**src/rtl/zcs_pkg.sv**
```systemverilog
package zcs_pkg;

    localparam int ZCS_BYTE_W = 8;

    typedef enum logic [2:0] {
        ZS_PASS = 3'd0,
        ZS_JAM  = 3'd1,
        ZS_GTE  = 3'd2,
        ZS_DDS  = 3'd3,
        ZS_BELL = 3'd4
    } zs_mode_e;

    typedef struct packed {
        logic                  valid;
        logic [ZCS_BYTE_W-1:0] data;
    } zs_beat_t;

    localparam logic [ZCS_BYTE_W-1:0] ZS_DDS_FILL  = 8'b1001_1000;
    localparam logic [ZCS_BYTE_W-1:0] ZS_LSB_ONE   = 8'b0000_0001;
    localparam logic [ZCS_BYTE_W-1:0] ZS_BIT1_ONE  = 8'b0000_0010;

    function automatic zs_mode_e zs_decode(input logic [2:0] code);
        case (code)
            3'd1:    return ZS_JAM;
            3'd2:    return ZS_GTE;
            3'd3:    return ZS_DDS;
            3'd4:    return ZS_BELL;
            default: return ZS_PASS;
        endcase
    endfunction

endpackage

```
**src/rtl/zcs_mode_decode.sv**
```systemverilog
module zcs_mode_decode
    import zcs_pkg::*;
(
    input  logic [2:0] sel,
    output zs_mode_e   mode
);
    always_comb begin
        mode = zs_decode(sel);
    end
endmodule

```
**src/rtl/zcs_zero_detect.sv**
```systemverilog
module zcs_zero_detect #(
    parameter int BYTE_W = 8
) (
    input  logic [BYTE_W-1:0] data,
    output logic              is_zero
);
    logic [BYTE_W:0] any_one;
    assign any_one[0] = 1'b0;
    for (genvar i = 0; i < BYTE_W; i++) begin : g_or
        assign any_one[i+1] = any_one[i] | data[i];
    end
    assign is_zero = ~any_one[BYTE_W];
endmodule

```
**src/rtl/zcs_rewrite.sv**
```systemverilog
module zcs_rewrite
    import zcs_pkg::*;
#(
    parameter int BYTE_W = ZCS_BYTE_W
) (
    input  zs_mode_e          mode,
    input  logic [BYTE_W-1:0] data,
    input  logic              is_zero,
    input  logic              sig,
    output logic [BYTE_W-1:0] result
);
    always_comb begin
        result = data;
        unique case (mode)
            ZS_JAM:  result = data | ZS_LSB_ONE;
            ZS_GTE:  if (is_zero && !sig) result = ZS_LSB_ONE;
            ZS_DDS:  if (is_zero) result = ZS_DDS_FILL;
            ZS_BELL: if (is_zero) result = ZS_BIT1_ONE;
            default: result = data;
        endcase
    end
endmodule

```
**src/rtl/chan_ones_fill.sv**
```systemverilog
module chan_ones_fill
    import zcs_pkg::*;
(
    input  logic                  clk,
    input  logic                  rst,
    input  logic                  in_valid,
    input  logic [ZCS_BYTE_W-1:0] in_byte,
    input  logic                  in_sig,
    input  logic [2:0]            scheme_sel,
    output logic                  out_valid,
    output logic [ZCS_BYTE_W-1:0] out_byte
);
    zs_mode_e              mode;
    logic                  zero_byte;
    logic [ZCS_BYTE_W-1:0] fixed;
    zs_beat_t              q;

    zcs_mode_decode u_dec (.sel(scheme_sel), .mode(mode));

    zcs_zero_detect #(.BYTE_W(ZCS_BYTE_W)) u_zero (
        .data(in_byte), .is_zero(zero_byte)
    );

    zcs_rewrite #(.BYTE_W(ZCS_BYTE_W)) u_rw (
        .mode(mode), .data(in_byte), .is_zero(zero_byte),
        .sig(in_sig), .result(fixed)
    );

    always_ff @(posedge clk) begin
        if (rst) begin
            q <= '0;
        end else begin
            q.valid <= in_valid;
            if (in_valid) q.data <= fixed;
        end
    end

    assign out_valid = q.valid;
    assign out_byte  = q.data;
endmodule

```
**config.mk**
```make
export PLATFORM = sky130hd
export DESIGN_NAME = chan_ones_fill
export DESIGN_NICKNAME = d
export VERILOG_FILES = /design/src/rtl/zcs_pkg.sv /design/src/rtl/zcs_mode_decode.sv /design/src/rtl/zcs_zero_detect.sv /design/src/rtl/zcs_rewrite.sv /design/src/rtl/chan_ones_fill.sv
export SDC_FILE = /design/constraint.sdc
export NUM_CORES = 1
export LEC_CHECK = 0
export ABC_CLOCK_PERIOD_IN_PS = 1100
export BUFFER_PORTS_ARGS = -buffer_cell sky130_fd_sc_hd__buf_4
export CORE_AREA = 4 4 43 45
export CTS_BUF_LIST = sky130_fd_sc_hd__clkbuf_8
export DETAILED_ROUTE_END_ITERATION = 8
export DIE_AREA = 0 0 47 49
export GPL_TIMING_DRIVEN = 0
export SYNTH_ARGS = -nofsm -noshare
export SYNTH_HDL_FRONTEND = slang
export SYNTH_SLANG_ARGS = --single-unit
export TNS_END_PERCENT = 50
```
**constraint.sdc**
```tcl
create_clock -name clk -period 1.1 [get_ports clk]
set_input_delay 0.11 -clock clk [delete_from_list [all_inputs] [get_ports clk]]
set_output_delay 0.11 -clock clk [all_outputs]
set_load 0.02 [all_outputs]
```
==> results.cfg <==
[run_status]
status = complete, no violations

[clock_network]
clockRootBuffer = clkbuf_8
cts_buffer_depth = 2
cts_buffers = 3
cts_setup_buffers = 0
cts_max_level = 1
cts_tree = done
cts_resized = 0
cts_hold_buf = 0
cts.sinks = 9
insertion_delay_ns = 0.23
path_clk_slew_ns = 0.05

[routing]
drc_errors = 0
postRouteAntennaNets = 0
dr_total_vias = 402
wl_mm = 1.03
drt_iter0_drc = 3
avgRoutedWirePerCell_um = 12.3
viasPerCell = 4.79
first_pass_iters = 2

[worst_setup_path]
crit_required_ns = 1.24
crit_path_max_incr_delay_ns = 0.35
cp.arrival_ns = 0.97
r2r_slack_ns = 0.42
cp_cell_sequence = buf_4 -> nor4_4 -> nand3_2 -> a311oi_1
cp-start-kind = input port
crit_slowest_cell = nor4_4
end_kind = flip-flop
crit_family = simple AND/OR/NAND/NOR gates
path_class = input port to flip-flop
cp_max_fo = 4
cp_num_buf_inv = 1

[placed_design]
hpwlAfterDp_um = 809
port_buffers = 22
place.gp.congestion = 0.712

[die]
core_area_sq_mm = 0.00147
start_util = 0.281
io_pins = 24
die_width_um = 47
dieArea_sq_mm = 0.00230
die_h_um = 49
num_rows = 14

[global_routing]
grt_max_degree = 11
overflow = 0
grt_util_all_layers = 0.0988
met3_usage = 0.0111
antenna_found_initial = 0
grt_busiest_layer = met1
grt_pass1_vias = 373
use_met1 = 0.133
met2_usage = 0.127
grt_first_pass_wirelength_mm = 1.61

[synth]
synth_seq_cells = 9
synth_compound_area_frac = 0.127
synth.distinct_cells = 19
syn_area_sq_um = 414
synth_warnings = 0
synthXorXnorAreaFrac = 0
synthAdderAreaFrac = 0
synth_fp_nets = 57
synth.avg_cell_area_sq_um = 9.86
netlist_instances = 42
synth-simple-area-share = 0.326
yosysSeqAreaShare = 0.435
synth_top_family_by_area = simple AND/OR/NAND/NOR gates
synthMuxAreaShare = 0.0725

[timing]
period_share = 0.750
max_clock_freq_ghz = 1.21
maxSlewViolCount = 0
whs_ns = 0.147
slew_headroom = 0.734
worstMarginPinSlew_ns = 0.398
setup_viol = 0
fin_crit_ns = 0.825
finalHoldViolations = 0
rsz0062_at_grt = no
tns_ns = 0
fin_skew_ns = 0

[power]
finalPower_uw = 902
power_density_mw_per_mm2 = 1400
ir_drop_mv = 0.528
leakage_uw = 0.000289

[layout]
antenna_cells = 0
drive_gt1_frac = 0.441
fin_nets = 84
area_growth_pct = 55.6

[flow_run]
cap_viol_max_count = 0

[worst_hold_path]
hp-class = input port to flip-flop
==> kinds of logic (layout without fill, tap and decap cells) <==
| kind of cell | count (synthesis) | count (layout) |
|---|---|---|
| buffers and inverters | 4 | 30 |
| and+or+nand+nor | 19 | 19 |
| AOI/OAI and AO/OA | 7 | 7 |
| DFF | 9 | 9 |
| muxes | 3 | 3 |
==> registers in the layout (all words and copies together) (netlist names) <==
register / flops
out_byte: 8
out_valid: 1
==> per-stage QoR <==
| stage | area, sq um | instances | util | worst slack, ns |
|---|---|---|---|---|
| CTS | 644 | 84 | 0.438 | 0.265 |
| detailed placement | 599 | 80 | 0.407 | 0.0255 |
| global placement | 599 | 80 | 0.407 | 0.0216 |
| floorplan | 414 | 42 | - | 0.241 |
| finish | 644 | 84 | 0.438 | 0.275 |
| global route | 644 | 84 | 0.438 | 0.168 |
==> layer usage <==
metal	wire (um)	vias to the layer above
met5	0	-
met1	440	176
met4	21	0
li1	-	209
met3	99	2
met2	472	15
==> worst reg2reg max path, delay by kind of cell, from the launching register on <==
| family | cells | cell delay [ns] |
|---|---|---|
| flip-flops | 1 | 0.33 |
| AO/OA/AOI/OAI | 1 | 0.22 |
| AND/OR/NAND/NOR | 1 | 0.04 |
==> power breakdown <==
group	switching, uW	internal [uW]	total (uW)
clock	133	243	377
combinational	84.1	83.1	167
sequential	9.96	349	359
==> path summary, 6_finish.rpt <==
| check | to | from | cells past startpoint |
|---|---|---|---|
| worst max register to register | out_byte[4] | out_byte[4] | 2 |
| worst min-delay path | out_byte[6] | in_byte[6] | 3 |
| worst max-delay path | out_byte[4] | in_byte[3] | 4 |
| worst min register to register | out_byte[7] | out_byte[7] | 2 |
==> synthesized netlist by cell type (all sizes together) <==
| master | count | area share |
|---|---|---|
| dfxtp | 9 | 0.44 |
| nor2 | 8 | 0.073 |
| a211oi | 3 | 0.054 |
| mux2i | 3 | 0.073 |
| a311oi | 2 | 0.042 |
| a31oi | 2 | 0.030 |
| buf | 2 | 0.021 |
| inv | 2 | 0.018 |
| nor3b | 2 | 0.036 |
| nor4 | 2 | 0.066 |
| and3b | 1 | 0.021 |
| and4bb | 1 | 0.030 |
| nand3 | 1 | 0.024 |
| nand4 | 1 | 0.015 |
| nor2b | 1 | 0.015 |
| nor3 | 1 | 0.024 |
| nor4b | 1 | 0.021 |
==> layout by cell type (no fill, tap or decap) <==
cell	Yosys	final
nor2b_1	1	1
nand4_1	1	1
nand3_2	1	1
buf_1	1	1
mux2i_1	3	3
a311oi_1	2	2
buf_4	0	22
a31oi_1	2	2
nor4_1	1	1
nor3_2	1	1
nor4_4	1	1
clkbuf_8	0	3
nor2_1	8	8
dfxtp_1	9	9
nor4b_1	1	1
a211oi_1	3	3
nor3b_1	2	2
inv_1	2	3
buf_2	1	1
and4bb_2	1	1
and3b_1	1	1
==> final cells by class <==
class,instances,area [sq um]
clock inverters,1,3.75
multi-input cells,29,218
inverters,2,7.51
repair buffers,22,165
flip-flops and latches,9,180
well taps,16,20.0
plain buffers,2,8.76
clock buffers,3,41.3
fillers,161,827
Power figures use the tool's default switching activity.
